--- config.mk ---
export PLATFORM = sky130hd
export DESIGN_NAME = burst_addr_gen
export DESIGN_NICKNAME = d
export VERILOG_FILES = /design/src/rtl/burst_pkg.sv /design/src/rtl/burst_cmd_decode.sv /design/src/rtl/burst_beat_fsm.sv /design/src/rtl/burst_order_map.sv /design/src/rtl/burst_addr_gen.sv
export SDC_FILE = /design/constraint.sdc
export NUM_CORES = 1
export LEC_CHECK = 0
export CAP_MARGIN = 20
export CORE_MARGIN = 8
export CORE_UTILIZATION = 43
export DETAILED_ROUTE_END_ITERATION = 8
export PLACE_DENSITY_LB_ADDON = 0.2
export REMOVE_ABC_BUFFERS = 1
export SLEW_MARGIN = 10
export SYNTH_ARGS = -nofsm -noshare
export SYNTH_HDL_FRONTEND = slang
export SYNTH_SLANG_ARGS = --single-unit
--- constraint.sdc ---
create_clock -name clk -period 1.4 [get_ports clk]
set_input_delay 0.14 -clock clk [delete_from_list [all_inputs] [get_ports clk]]
set_output_delay 0.14 -clock clk [all_outputs]
set_load 0.02 [all_outputs]
--- src/rtl/burst_pkg.sv ---
package burst_pkg;

    typedef enum logic [1:0] {
        CMD_HOLD      = 2'd0,
        CMD_STEP      = 2'd1,
        CMD_LOAD_PROC = 2'd2,
        CMD_LOAD_CTRL = 2'd3
    } burst_cmd_e;

    typedef enum logic [1:0] {
        BEAT_FIRST = 2'd0,
        BEAT_MID   = 2'd1,
        BEAT_LAST  = 2'd2
    } beat_phase_e;

    typedef enum logic {
        ORDER_LINEAR     = 1'b0,
        ORDER_INTERLEAVE = 1'b1
    } burst_order_e;

    function automatic logic is_load(input burst_cmd_e c);
        return (c == CMD_LOAD_PROC) || (c == CMD_LOAD_CTRL);
    endfunction

endpackage

--- src/rtl/burst_cmd_decode.sv ---
module burst_cmd_decode
    import burst_pkg::*;
(
    input  logic       proc_strobe_n,
    input  logic       ctrl_strobe_n,
    input  logic       adv_n,
    output burst_cmd_e cmd
);

    // Load wins over advance; processor load wins over controller load.
    always_comb begin
        if (!proc_strobe_n) begin
            cmd = CMD_LOAD_PROC;
        end else if (!ctrl_strobe_n) begin
            cmd = CMD_LOAD_CTRL;
        end else if (!adv_n) begin
            cmd = CMD_STEP;
        end else begin
            cmd = CMD_HOLD;
        end
    end

endmodule

--- src/rtl/burst_beat_fsm.sv ---
module burst_beat_fsm
    import burst_pkg::*;
#(
    parameter int BURST_BITS = 2
) (
    input  logic                  clk,
    input  logic                  rst_n,
    input  burst_cmd_e            cmd,
    output logic [BURST_BITS-1:0] beat_idx,
    output logic                  beat_first,
    output logic                  beat_last
);

    localparam logic [BURST_BITS-1:0] BEAT_MAX  = {BURST_BITS{1'b1}};
    localparam logic [BURST_BITS-1:0] BEAT_ZERO = '0;
    localparam logic [BURST_BITS-1:0] BEAT_ONE  = BURST_BITS'(1);

    beat_phase_e           phase_q, phase_d;
    logic [BURST_BITS-1:0] count_q, count_d;

    // Next-state and next-count logic.
    always_comb begin
        phase_d = phase_q;
        count_d = count_q;
        if (is_load(cmd)) begin
            phase_d = BEAT_FIRST;
            count_d = BEAT_ZERO;
        end else if (cmd == CMD_STEP) begin
            count_d = count_q + BEAT_ONE;
            unique case (phase_q)
                BEAT_FIRST: phase_d = (count_d == BEAT_MAX) ? BEAT_LAST : BEAT_MID;
                BEAT_MID:   phase_d = (count_d == BEAT_MAX) ? BEAT_LAST : BEAT_MID;
                BEAT_LAST:  phase_d = BEAT_FIRST;
                default:    phase_d = BEAT_FIRST;
            endcase
        end
    end

    // State register.
    always_ff @(posedge clk or negedge rst_n) begin
        if (!rst_n) begin
            phase_q <= BEAT_FIRST;
            count_q <= BEAT_ZERO;
        end else begin
            phase_q <= phase_d;
            count_q <= count_d;
        end
    end

    // Outputs from state.
    always_comb begin
        beat_idx   = count_q;
        beat_first = 1'b0;
        beat_last  = 1'b0;
        unique case (phase_q)
            BEAT_FIRST: beat_first = 1'b1;
            BEAT_MID:   ;
            BEAT_LAST:  beat_last  = 1'b1;
            default:    beat_first = 1'b1;
        endcase
    end

endmodule

--- src/rtl/burst_order_map.sv ---
module burst_order_map
    import burst_pkg::*;
#(
    parameter int BURST_BITS = 2
) (
    input  logic [BURST_BITS-1:0] start_low,
    input  logic [BURST_BITS-1:0] beat,
    input  burst_order_e          order,
    output logic [BURST_BITS-1:0] low_out
);

    always_comb begin
        unique case (order)
            ORDER_LINEAR:     low_out = start_low + beat;
            ORDER_INTERLEAVE: low_out = start_low ^ beat;
            default:          low_out = start_low + beat;
        endcase
    end

endmodule

--- src/rtl/burst_addr_gen.sv ---
module burst_addr_gen
    import burst_pkg::*;
#(
    parameter int ADDR_W     = 18,
    parameter int BURST_BITS = 2
) (
    input  logic                  clk,
    input  logic                  rst_n,
    input  logic                  order_sel,
    input  logic                  proc_strobe_n,
    input  logic                  ctrl_strobe_n,
    input  logic                  adv_n,
    input  logic [ADDR_W-1:0]     addr_in,
    output logic [ADDR_W-1:0]     addr_out,
    output logic [BURST_BITS-1:0] beat_idx,
    output logic                  beat_first,
    output logic                  beat_last
);

    localparam int UPPER_W = ADDR_W - BURST_BITS;

    burst_cmd_e            cmd;
    logic [ADDR_W-1:0]     base_q;
    burst_order_e          order_q;
    logic [BURST_BITS-1:0] low_bits;

    burst_cmd_decode u_dec (
        .proc_strobe_n (proc_strobe_n),
        .ctrl_strobe_n (ctrl_strobe_n),
        .adv_n         (adv_n),
        .cmd           (cmd)
    );

    burst_beat_fsm #(.BURST_BITS(BURST_BITS)) u_fsm (
        .clk        (clk),
        .rst_n      (rst_n),
        .cmd        (cmd),
        .beat_idx   (beat_idx),
        .beat_first (beat_first),
        .beat_last  (beat_last)
    );

    // Start address and order are captured only on a load.
    always_ff @(posedge clk or negedge rst_n) begin
        if (!rst_n) begin
            base_q  <= '0;
            order_q <= ORDER_LINEAR;
        end else if (is_load(cmd)) begin
            base_q  <= addr_in;
            order_q <= burst_order_e'(order_sel);
        end
    end

    burst_order_map #(.BURST_BITS(BURST_BITS)) u_map (
        .start_low (base_q[BURST_BITS-1:0]),
        .beat      (beat_idx),
        .order     (order_q),
        .low_out   (low_bits)
    );

    generate
        if (UPPER_W > 0) begin : g_upper
            assign addr_out = {base_q[ADDR_W-1:BURST_BITS], low_bits};
        end else begin : g_no_upper
            assign addr_out = low_bits;
        end
    endgenerate

endmodule

Word level (Yosys, flattened, before mapping)
Index checks and enable logic that the tools add are counted.
- add/sub/neg operators: 2
- equal/unequal tests: 6
- multiplexer cells: 12
- bitwise gates (word level): 2
- reductions and logical operators: 5
- operator list (kind ; number):
    two-way mux 2 bit ; 8
    == test 2 bit, second input constant ; 4
    == test 2 x 1 -> 1 bit, second input constant ; 2
    case mux 2 bit (2 select lines) ; 1
    OR reduction 2 bit ; 2
    two-way mux 1 bit ; 3
    adder 2 x 1 -> 2 bit, second input constant ; 1
    adder 2 bit ; 1
    zero test 2 bit ; 1
    nonzero test 2 bit ; 1
    XOR 2 bit ; 1
    logical OR 1 bit ; 1
    NOT 1 bit ; 1
- flip-flop bits (word level): 23
- input bits: 24
- output and inout bits: 22

Longest topological paths before layout
- word-level depth: 6
- gate-level depth with buffers: 5

By module
A second synthesis with hierarchy kept.
- cell total of the unflattened synthesis: 85
- area, all modules: 1172.4 um^2
- modules (own cells, without submodules) (module ; times used ; cells each ; area each (um^2) ; sequential area each (um^2)):
    burst_addr_gen ; 1 ; 56 ; 878.3 ; 475.5
    burst_beat_fsm ; 1 ; 23 ; 242.7 ; 100.1
    burst_order_map ; 1 ; 4 ; 36.3 ; 0.0
    burst_cmd_decode ; 1 ; 2 ; 15.0 ; 0.0

Least setup slack after synthesis
OpenSTA, ideal clock, no wires.
- kind: register to output
- start: register u_fsm.count_q[0] (netlist: u_fsm.beat_idx[0])
- end: output addr_out[1]
- arrival: 1.191 ns
- setup slack: 0.069 ns
- stages on the path, launching flop included: 4
- cells stage by stage: dfrtp_1 > ha_1 > nor2b_1 > xnor2_1
- cells in the longest elaborated chain, start to end: 2
- ends and longest elaborated chain (element ; RTL line ; source):
    from (decl) ; burst_beat_fsm.sv:19 ; logic [BURST_BITS-1:0] count_q, count_d;
    from (signal assigned) ; burst_beat_fsm.sv:46 ; count_q <= count_d;
    adder 2 bit ; n/a ;
    case mux 2 bit (2 select lines) ; burst_order_map.sv:13 ; unique case (order)
    to (decl) ; burst_addr_gen.sv:14 ; output logic [ADDR_W-1:0] addr_out,
No other way between the ends.

Worst setup path after layout
- start: register base_q[0]
- end: output addr_out[1]
- cells in the longest elaborated chain, start to end: 2
- ends and longest elaborated chain (element ; RTL line ; source):
    from (decl) ; burst_addr_gen.sv:23 ; logic [ADDR_W-1:0] base_q;
    from (signal assigned) ; burst_addr_gen.sv:49 ; base_q <= addr_in;
    adder 2 bit ; n/a ;
    case mux 2 bit (2 select lines) ; burst_order_map.sv:13 ;
No other way between the ends.

==> results by group <==
Run status
  – Run status: complete, but fails checks
  – Violated checks: negative setup slack

Clock network
  – # H-tree levels: 1
  – Worst skew pair latency: 0.30 ns
  – CTS buffer count: 3
  – Clock Pin Slew Worst Setup and Hold Paths: approximately 0.13 ns
  – CTS tree: built
  – Hold-fix buffers at CTS: 0
  – Root Driver: clkbuf_4
  – CTS sink count: 23
  – Max Buffers Root-to-Sink: 2

Critical path
  – CP endpoint kind: output port
  – Crit path kind: flip-flop to output port
  – Worst Path Required: approximately 1.3 ns
  – WP data arrival: ~1.3 ns
  – Worst R2R Setup Slack: approximately 0.10 ns
  – Crit path launch type: flip-flop
  – Worst-path fanout max: 2
  – Reg-to-Reg Start: u_fsm.beat_idx[1]$_DFFE_PN0P_
  – Worst R2R Path Depth: 4
  – Worst flop-to-flop path endpoint: u_fsm.phase_q[0]$_DFFE_PN0P_

Synthesis
  – Ys Warns: 0
  – XOR/XNOR share of the synthesized area: 0.02256
  – Post-synthesis compound-gate area fraction: 0.01611
  – Mean Syn Cell Area: 13.70 sq um
  – Synth cell types: 17
  – Area share of and/or/nand/nor cells after synthesis: 0.04296
  – Post-synthesis mux area share: 0.2352
  – Main combinational cell family by area after synthesis: multiplexers
  – Post-Syn Instances: 85
  – Cell Area, Synth: roughly 1200 sq um
  – Yosys reg bits: 23
  – Register area share after synthesis: 0.4941
  – Post-Synth Adder-Cell Area: 0.05371

Timing
  – Worst Tran Pin Value: 0.2841 ns
  – Clock Skews: 0.01039 ns
  – Max Slew Vio Count: 0
  – Final hold viol count: 0
  – Fmax: between 0.6 and 0.7 GHz
  – Fin crit share: 1.023
  – Final setup margin: -0.03242 ns
  – Fin crit period: about 1.4 ns
  – RSZ-0062 raised after global routing: true
  – Final setup violation count: 1
  – Max-slew headroom: 0.8106

Global routing
  – GRT overflow: 0
  – Met3 Usage GRT: 0.04419
  – Global-route wire length before repair: 3857 um
  – Initial antenna violation count: 0
  – Vias in the first global route: 851
  – Met2 Use GR: 0.1641
  – Met1 GRT Util: 0.1367
  – Global route hottest layer: met2
  – Largest net degree at the start of global routing: 24
  – All-Layer GR Usage: 0.1074

Placed design
  – Placed cell area: ~1600 sq um
  – # port buffers: 45
  – GPL Wtd Cong: between 0.6 and 0.7
  – Dpl hpwl: between 1500 and 2000 um

Layout
  – Area of the multi-input gates: between 400 and 500 sq um
  – Sequential cell area: 575.6 sq um
  – Most frequent cells in the layout: dfrtp_1, clkdlybuf4s50_1, dlygate4sd2_1, mux2_4, buf_4
  – Area grow syn2layout: 39.53%
  – Fin nets: between 150 and 200
  – Final Cell Area: ~1600 sq um
  – Filler Cells Inserted: 247
  – Layout cells sized above 1: 0.3438
  – N_diodes: 0
  – Post-layout util: 0.6104

Floorplanning
  – Die Wd: 68.05 um
  – Core ar.: approximately 2700 sq um
  – Initial Utilization: 0.4375
  – Die Span Y: a little under 70 um
  – Die footprint: 4630 sq um
  – Row cnt: 19
  – Io pins: 46

Route
  – Drt pass-1 iters: 2
  – Final WL: 2215 um
  – Via density: roughly 4.5
  – Final ANT Viol Nets: 0
  – DRC Markers: 0
  – Iter 0 DRT Violations: 21
  – Via count: a little over 700
  – Wire per inst: 13.93 um

Power
  – Max IR drop VDD: about 0.7 mV
  – Leakage: about 0.80 nW
  – Pwr per Cell Area: about 860 nW/um^2

Run
  – Maxcap violations: 0

Hold path
  – Hold Path Class: input pin to asynchronous set/reset pin
[layer usage]
metal,part of all wire,up-vias
met5,0,-
met4,0.0041,0
met3,0.10,2
met2,0.44,28
met1,0.45,343
li1,-,348
[critical path, cell delays in order, from the launching register on]
cell and delay, ns:
dfrtp_1 0.40, ha_2 0.18, nor2b_4 0.12, xnor2_2 0.13, buf_4 0.15
[flip-flops by register name (all words and copies together), names as in the netlist]
register        flops
base_q             18
u_fsm.beat_idx      2
u_fsm.phase_q       2
order_q             1
[where the power goes]
part,switching (mW),internal [mW],total [mW]
Clock,0.191,0.106,0.298
Combinational,0.154,0.206,0.360
Sequential,0.0267,0.714,0.740
Total,0.372,1.03,1.40
[cells in the mapped netlist]
library cell | count | share of area
dfrtp_1 | 23 | 0.49
buf_4 | 16 | 0.10
mux2_4 | 16 | 0.21
ha_1 | 5 | 0.054
inv_1 | 4 | 0.013
nor2_1 | 4 | 0.013
mux2_2 | 3 | 0.029
a21oi_1 | 2 | 0.0086
buf_6 | 2 | 0.019
nand2_1 | 2 | 0.0064
xnor2_1 | 2 | 0.015
a21oi_2 | 1 | 0.0075
nand2_2 | 1 | 0.0054
nor2b_1 | 1 | 0.0054
or3_1 | 1 | 0.0054
or3b_1 | 1 | 0.0075
xor2_1 | 1 | 0.0075
[cell families (layout without fill, tap and decap cells)]
family	Yosys count	count (layout)
flip-flops	23	23
AO/OA/AOI/OAI	3	3
adder cells (fa/ha/maj)	5	5
XOR/XNOR	3	3
multiplexers	19	19
AND/OR/NAND/NOR	10	10
buffers and inverters	22	65
[final cells by class]
class,count,area share
Tap cell,31,0.02386
Inverter,4,0.009238
Sequential cell,23,0.3541
Clock inverter,1,0.003079
Clock buffer,3,0.01386
Timing Repair Buffer,57,0.3195
Multi-Input combinational cell,40,0.2764
[what timing repair did]
action | CTS | global route
pin swaps | 0 | 2
gates resized for setup | 36 | 6
cloned | 0 | 0
setup buffers | 1 | 0
endpoints found under the setup margin | 22 | 2
[worst max path at each step]
stage                   to                          start
5_1_grt        addr_out[1]  u_fsm.beat_idx[0]$_DFFE_PN0P_
2_1_floorplan  addr_out[1]  u_fsm.beat_idx[0]$_DFFE_PN0P_
6_report       addr_out[1]          base_q[0]$_DFFE_PN0N_
3_3_place_gp   addr_out[1]  u_fsm.beat_idx[0]$_DFFE_PN0P_
4_1_cts        addr_out[1]  u_fsm.beat_idx[0]$_DFFE_PN0P_
3_5_place_dp   addr_out[1]  u_fsm.beat_idx[0]$_DFFE_PN0P_
[per-stage QoR]
| step | total power [mW] | cells | setup TNS [ns] | hold slack (ns) | setup WS [ns] |
|---|---|---|---|---|---|
| finish | 1.398 | 159 | -0.03242 | 0.1779 | -0.03242 |
| floorplan | 0.9257 | 67 | 0 | -0.1556 | 0.06944 |
| global placement | 1.143 | 154 | -0.1864 | 0.4922 | -0.1478 |
| global route | 1.474 | 159 | -0.09217 | 0.1959 | -0.09217 |
| detailed placement | 1.148 | 154 | -0.2489 | 0.4946 | -0.1763 |
| CTS | 1.415 | 159 | -0.08119 | 0.1826 | -0.08119 |
Power figures use the tool's default switching activity.
